### config.mk
export PLATFORM = sky130hd
export DESIGN_NAME = rail_ctl_regs
export DESIGN_NICKNAME = d
export VERILOG_FILES = /design/src/rtl/rail_ctl_regs.sv
export SDC_FILE = /design/constraint.sdc
export NUM_CORES = 1
export LEC_CHECK = 0
export BUFFER_PORTS_ARGS = -buffer_cell sky130_fd_sc_hd__buf_2
export CORE_MARGIN = 2
export CORE_UTILIZATION = 40
export DETAILED_ROUTE_END_ITERATION = 7
export PLACE_DENSITY_LB_ADDON = 0.25
export SLEW_MARGIN = 5
export SYNTH_ARGS = -nofsm -noshare
export SYNTH_HDL_FRONTEND = slang
export SYNTH_SLANG_ARGS = --single-unit
### constraint.sdc
create_clock -name clk -period 1.12 [get_ports clk]
set_input_delay 0.056 -clock clk [delete_from_list [all_inputs] [get_ports clk]]
set_output_delay 0.056 -clock clk [all_outputs]
set_load 0.05 [all_outputs]
### src/rtl/rail_ctl_regs.sv
module rail_ctl_regs #(
  parameter logic [2:0] VERSION = 3'b001,
  parameter int AW = 8
) (
  input  logic          clk,
  input  logic          rst_n,
  input  logic          uvlo,
  input  logic          wr_en,
  input  logic [AW-1:0] wr_addr,
  input  logic [7:0]    wr_data,
  input  logic [AW-1:0] rd_addr,
  output logic [7:0]    rd_data,
  output logic [8:0]    rail_en,
  output logic          boost_en,
  output logic [2:0]    neg_lvl,
  output logic [2:0]    hi_lvl,
  output logic [4:0]    vsel
);
  localparam logic [AW-1:0] A_ID  = AW'(0);
  localparam logic [AW-1:0] A_EN1 = AW'(1);
  localparam logic [AW-1:0] A_LVL = AW'(2);
  localparam logic [AW-1:0] A_SEL = AW'(3);
  localparam logic [AW-1:0] A_EN2 = AW'(4);

  logic       soft_rst;
  logic [6:0] en_a;
  logic [3:0] lvl;
  logic [4:0] sel_q;
  logic [2:0] en_b;

  wire id_wr   = wr_en && (wr_addr == A_ID);
  wire srst_go = id_wr && wr_data[0];
  wire clr     = uvlo || soft_rst || srst_go;
  wire hold    = uvlo || soft_rst;

  always_ff @(posedge clk or negedge rst_n)
    if (!rst_n)     soft_rst <= 1'b0;
    else if (id_wr) soft_rst <= wr_data[0];

  always_ff @(posedge clk or negedge rst_n)
    if (!rst_n) begin
      en_a  <= '0;
      lvl   <= '0;
      sel_q <= '0;
      en_b  <= '0;
    end else if (clr) begin
      en_a  <= '0;
      lvl   <= '0;
      sel_q <= '0;
      en_b  <= '0;
    end else if (wr_en) begin
      if (wr_addr == A_EN1) en_a  <= wr_data[6:0];
      if (wr_addr == A_LVL) lvl   <= wr_data[7:4];
      if (wr_addr == A_SEL) sel_q <= {wr_data[7:5], wr_data[2], wr_data[0]};
      if (wr_addr == A_EN2) en_b  <= {wr_data[3:2], wr_data[0]};
    end

  always_ff @(posedge clk or negedge rst_n)
    if (!rst_n) begin
      rail_en  <= '0;
      boost_en <= 1'b0;
    end else begin
      rail_en  <= hold ? 9'd0 : {en_b[2:1], en_a};
      boost_en <= ~hold & en_b[0];
    end

  assign neg_lvl = lvl[3] ? 3'b100 : (lvl[2] ? 3'b010 : 3'b001);
  assign hi_lvl  = lvl[1] ? 3'b100 : (lvl[0] ? 3'b010 : 3'b001);
  assign vsel    = sel_q;

  always_comb
    case (rd_addr)
      A_ID:    rd_data = {VERSION, 4'b0000, soft_rst};
      A_EN1:   rd_data = {1'b0, en_a};
      A_LVL:   rd_data = {lvl, 4'b0000};
      A_SEL:   rd_data = {sel_q[4:2], 2'b00, sel_q[1], 1'b0, sel_q[0]};
      A_EN2:   rd_data = {4'b0000, en_b[2:1], 1'b0, en_b[0]};
      default: rd_data = 8'h00;
    endcase
endmodule

==> flow_summary.toml, run 1 <==
[floorplanning]
row_count = 21
die_height_um = 64
io_pins = 57
die_area_mm2 = 0.004096
start_util = 0.4249
core_mm2 = 0.003390
die_w_um = 64

[logic_synthesis]
avgSynthCellArea_um2 = 10.67
synth_area_mm2 = 0.001440
synth_fp_nets = 163
yosys.area_share.adder = 0
synth-xor-area-share = 0
yosysSeqAreaShare = 0.5213
synth_area_leader_cell = "dfrtp_1"
synth_common_cells = "dfrtp_1 (30), nor2_1 (28), mux2i_1 (21)"
yosys-top-cells-area = "dfrtp_1 (52%), mux2i_1 (15%), nor2_1 (7.3%)"
synth_most_common_cell = "dfrtp_1"
synth_compound_area_frac = 0.03823
yosys_most_used_dff = "dfrtp_1"
postSynthCellCount = 135
synth-simple-area-share = 0.2459
synth_top_area_frac = 0.5213
yosysWarnings = 0
synth_top_family_by_area = "simple AND/OR/NAND/NOR gates"
synth-edff-count = 0
postSynth.asyncResetShare = 1.000
synth_cell_types = 26
synth-seq-cells = 30
synth_mux_area_frac = 0.1616

[timing]
fmax_mhz = 680.7
final_max_slew_viol_count = 0
tightest_slew_ns = 0.3806
setup_viol = 25
fin_crit_sh = 1.312
min_period_ns = 1.469
finalWorstSetupSlack_ns = -0.3490
maxSlewHeadroom = 0.7463
rsz0062_at_grt = "true"
hold_violations = 0
fin_skew_ns = 0.01131

[drt]
wl_met1_um = 1880
wl_um = 4548
first_pass_iters = 4
first_iter_violations = 89
top_layer = "met4"
wl_per_cell_um = 16.30
dr_wl_met2_um = 2378
met3_length_um = 172
vias = 1387
drc = 0
vias_per_cell = 4.971
final_antenna_net_count = 0

[placement]
port_buffers = 56
place.gp.congestion = 0.8020
dpl.hpwl_um = 2788
placed_area_mm2 = 0.002029

[setup_path]
path_class = "flip-flop to primary output"
cp-end-kind = "primary output"
critical_path.max_fanout = 2
worst_ep_required_time_ns = 1.06
slowest_stage = "dfrtp_1"
cp-start-kind = "flip-flop"
path_cells = "mux2_4, a22oi_2, nor2_4, buf_6"
arrival_ns = 1.41
r2r_cells = 5
cpPeakStageDelay_ns = 0.42

[layout]
syn_to_final_growth_pct = 78.80
ff_latch_area_um2 = 757.0
post-route-util = 0.7597
drive_gt1_frac = 0.6180
n_fill_cell = 222
diodes = 0
multi_input_area_um2 = 884.6
fin_nets = 260
final_area_mm2 = 0.002575

[status]
outcome = "finished with violations"
failed_checks = "setup timing"

[global_route]
grt_antenna_before_repair = 0
grt.total_usage = 0.2112
grt_pass1_vias = 1369
grt_start_max_net_pins = 31
grt_pass1_wl_um = 6423
grt_remaining_overflow = 0

[clock_tree]
clk-insertion-delay-late_ns = 0.33
clock-root-buffer = "clkbuf_4"
clockBufferDepth = 2
cts.sinks = 30
tritoncts = "yes"
clk_pin_slew_ns = 0.10
htree_levels = 2
cts_buffers = 5

[hold_path]
hold_path_class = "input port to flip-flop"
min_path_cells = 3

[pwr]
power.leakage_nw = 1.270
vdd_drop_max_mv = 0.7249
power_density_mw_per_mm2 = 769.3

[job]
maxCapViolations = 0
[flip-flops by register name, indices dropped and copies added, names as in the netlist]
signal / count
boost_en: 1
en_a: 7
en_b: 3
lvl: 4
rail_en: 9
soft_rst: 1
vsel: 5
[stage by stage]
step	TNS [ns]	instances	setup WS, ns	power, mW	hold slack, ns
floorplan	-0.1582	135	-0.1428	1.175	-0.2396
global placement	-2.104	253	-0.1755	1.312	0.08281
detailed placement	-3.021	253	-0.1732	1.318	0.09250
CTS	-2.159	275	-0.3590	1.952	0.002535
global route	-3.295	279	-0.4389	2.074	0.02619
finish	-2.329	279	-0.3490	1.981	0.03358
[power by group]
group          total, mW  internal, mW  switching, mW
Sequential          1.09          1.08        0.00196
Clock              0.609         0.250          0.359
Combinational      0.286         0.140          0.146
Total               1.98          1.47          0.507
[worst paths after layout]
check / startpoint / end / slack (ns)
worst min-delay path: wr_data[2] / en_b[1]$_DFFE_PN0P_ / 0.03
worst max register to register: soft_rst$_DFFE_PN0P_ / en_a[3]$_DFFE_PN0P_ / -0.04
min in group asynchronous: rst_n / soft_rst$_DFFE_PN0P_ / 0.27
max in group asynchronous: rst_n / vsel[0]$_DFFE_PN0P_ / 0.55
worst max-delay path: lvl[2]$_DFFE_PN0P_ / rd_data[6] / -0.35
worst min register to register: en_a[1]$_DFFE_PN0P_ / rail_en[1]$_DFF_PN0_ / 0.53
[cells in the final DEF, fill, tap and decap left out, types with 2 or more instances in the layout]
| cell type | n |
|---|---|
| buf_8 | 6 |
| nand2_1 | 3 |
| a22oi_2 | 3 |
| nor2b_4 | 4 |
| nand3_1 | 3 |
| clkbuf_1 | 3 |
| nand4_1 | 2 |
| dlygate4sd3_1 | 8 |
| dfrtp_1 | 25 |
| nor2_4 | 14 |
| dfrtp_2 | 5 |
| nand4b_1 | 2 |
| buf_4 | 22 |
| o21ai_1 | 2 |
| nor2_1 | 7 |
| and3_4 | 2 |
| clkbuf_4 | 5 |
| buf_2 | 39 |
| buf_6 | 18 |
| mux2_4 | 2 |
| buf_12 | 2 |
| mux2i_2 | 2 |
| mux2i_1 | 19 |
| nor2_2 | 7 |
| nor2b_1 | 3 |
| and2_1 | 9 |
| clkbuf_16 | 2 |
[cells by family (layout without fill, tap and decap cells)]
family / Yosys count / in the layout
AOI/OAI and AO/OA: 8 / 8
buffers and inverters: 8 / 106
DFF: 30 / 30
muxes: 23 / 23
and+or+nand+nor: 66 / 66
[final cells by class]
cell class	instances	area share
multi-input combinational	97	0.3435
inverter	1	0.001458
timing repair buffer	97	0.3197
sequential	30	0.2940
tap	46	0.02235
clock buffer	8	0.01895
[layer usage]
| layer | global-route usage | vias up |
|---|---|---|
| met1 | 0.2500 | 679 |
| met2 | 0.3464 | 40 |
| met5 | 0 | - |
| met4 | 0.1087 | 0 |
| li1 | - | 659 |
| met3 | 0.06162 | 9 |
[what timing repair did]
| action | 4_1_cts | 5_1_grt |
|---|---|---|
| hold buffers | 8 | 0 |
| endpoints found under the setup margin | 16 | 24 |
| endpoints found under the hold margin | 39 | 0 |
| gates cloned | 0 | 2 |
| buffers inserted | 6 | 4 |
| resized for setup | 47 | 44 |
| pin swaps | 8 | 18 |
[critical path, delay by kind of cell, from the launching register on]
| family | cells | cell delay, ns |
|---|---|---|
| flops | 1 | 0.42 |
| mux | 1 | 0.29 |
| compound gates | 1 | 0.18 |
| buf+inv | 1 | 0.15 |
| simple gates | 1 | 0.05 |
Power figures use the tool's default switching activity.
==> inputs of run 2 (changes only) <==
Settings changed: RECOVER_POWER set to 50.
==> run 2 against run 1 <==
Against the previous run:
- the run still ends with setup timing left
- critical path depth stayed put
- flip-flop and latch count unchanged
- highest routed layer unchanged
- clock power is essentially flat
- critical endpoint unchanged
- largest cell class unchanged
- largest power group unchanged
==> flow_summary.toml, run 2 (synthesis gave the netlist of run 1 again) <==
[timing]
finalWorstSetupSlack_ns = -0.3490
fin_crit_sh = 1.312
tightest_slew_ns = 0.7463
fmax_mhz = 680.7
maxSlewHeadroom = 0.5025
final_max_slew_viol_count = 0
min_period_ns = 1.469
setup_viol = 25
holdWs_ns = 0.03358
rsz0062_at_grt = "true"
hold_violations = 0
fin_skew_ns = 0.01131

[setup_path]
path_class = "flip-flop to primary output"
cp-end-kind = "primary output"
worst_ep_required_time_ns = 1.06
critical_path.max_fanout = 2
cp-start-kind = "flip-flop"
arrival_ns = 1.41

[floorplanning]
core_mm2 = 0.003390
die_height_um = 64
row_count = 21
io_pins = 57
die_w_um = 64
die_area_mm2 = 0.004096
start_util = 0.4249

[layout]
largest_reg_flops = 9
drive_gt1_frac = 0.6180
layout.cells.non_filler = 279
final_cell_mix = "buf_2 (39), dfrtp_1 (25), buf_4 (21), mux2i_1 (19), buf_6 (18)"
multi_input_area_um2 = 884.6
n_fill_cell = 223
ff_latch_area_um2 = 757.0
syn_to_final_growth_pct = 78.63
diodes = 0
final_common_cell = "buf_2"
final_area_mm2 = 0.002572
fin_nets = 260
top_register = "rail_en"

[pwr]
finalPower_mw = 1.980
clkPwrFrac = 0.307
netSwitchingFraction = 0.2559
power.leakage_nw = 1.270
vdd_drop_max_mv = 0.7249
power_density_mw_per_mm2 = 769.6
combPwrFrac = 0.144
seqPwrFrac = 0.549
power.switching_mw = 0.5066
internal_power_mw = 1.473

[global_route]
grt_pass1_wl_um = 6423
grt_remaining_overflow = 0
grt_start_max_net_pins = 31
grt.total_usage = 0.2112
grt_antenna_before_repair = 0
grt_pass1_vias = 1369

[drt]
wl_per_cell_um = 16.30
final_antenna_net_count = 0
first_pass_iters = 4
first_iter_violations = 89
vias = 1386
drc = 0
top_layer = "met4"
vias_per_cell = 4.968
dr_wl_met2_um = 2378
met3_length_um = 172
wl_um = 4549
wl_met1_um = 1881

[placement]
pre_cts_ws_ns = -0.1732
placed_area_mm2 = 0.002029
place.gp.congestion = 0.8020
dpl.hpwl_um = 2788
dp.cells = 253
port_buffers = 56

[clock_tree]
clk-insertion-delay-late_ns = 0.33
cts_buffers = 5
htree_levels = 2
clock-root-buffer = "clkbuf_4"
clk_pin_slew_ns = 0.10
tritoncts = "yes"
cts.sinks = 30
clockBufferDepth = 2

[status]
outcome = "finished with violations"
failed_checks = "setup timing"

[job]
maxCapViolations = 0

[hold_path]
hold_path_class = "input port to flip-flop"
==> run 2: cell types whose count changed in the layout (fill, tap and decap cells not counted), sizes merged <==
cell,delta
buf,-1
clkbuf,+1
==> run 2: power by group through the flow <==
stage / clock network, mW / registers, mW / logic (mW)
after floorplan: 0 / 1.11 / 0.0643
after global placement: 0 / 1.11 / 0.205
after detailed placement: 0 / 1.11 / 0.210
after CTS: 0.626 / 1.09 / 0.240
after global routing: 0.681 / 1.09 / 0.305
final: 0.609 / 1.09 / 0.284
==> run 2: final cells by class <==
cell class	instances	share of cell area
Inverter	1	0.001459
Tap cell	46	0.02237
Sequential cell	30	0.2943
Clock buffer	8	0.01897
Multi-Input combinational cell	97	0.3439
Timing Repair Buffer	97	0.3191
==> run 2: metrics by stage <==
stage | util | setup TNS (ns)
after detailed placement | 0.5987 | -3.021
after global routing | 0.7590 | -3.295
after floorplan | - | -0.1582
final | 0.7590 | -2.329
after CTS | 0.6951 | -2.159
after global placement | 0.5987 | -2.104
==> run 2: path summary, 6_finish.rpt <==
path | startpoint | slack [ns] | cells past startpoint | end
worst min register to register | en_a[1]$_DFFE_PN0P_ | 0.53 | 1 | rail_en[1]$_DFF_PN0_
worst max-delay path | lvl[2]$_DFFE_PN0P_ | -0.35 | 4 | rd_data[6]
worst max register to register | soft_rst$_DFFE_PN0P_ | -0.04 | 5 | en_a[3]$_DFFE_PN0P_
worst min-delay path | wr_data[2] | 0.03 | 3 | en_b[1]$_DFFE_PN0P_
min in group asynchronous | rst_n | 0.40 | 3 | soft_rst$_DFFE_PN0P_
max in group asynchronous | rst_n | 0.19 | 3 | vsel[0]$_DFFE_PN0P_
==> run 2: what timing repair did <==
action,in CTS,in global routing
hold buffers,8,0
resized for setup,47,44
gates cloned,0,2
hold endpoints to repair,39,0
setup buffers,6,4
setup endpoints to repair,16,24
pin swaps,8,18
==> run 2: worst max-delay path: stages (launching register included) <==
cell,delay (ns)
dfrtp_1,0.42
mux2_4,0.29
a22oi_2,0.18
nor2_4,0.05
buf_6,0.15
==> run 2: per-layer routing <==
metal | GRT usage | vias up
met1 | 0.2500 | 678
li1 | - | 659
met5 | 0 | -
met3 | 0.06162 | 9
met2 | 0.3464 | 40
met4 | 0.1087 | 0
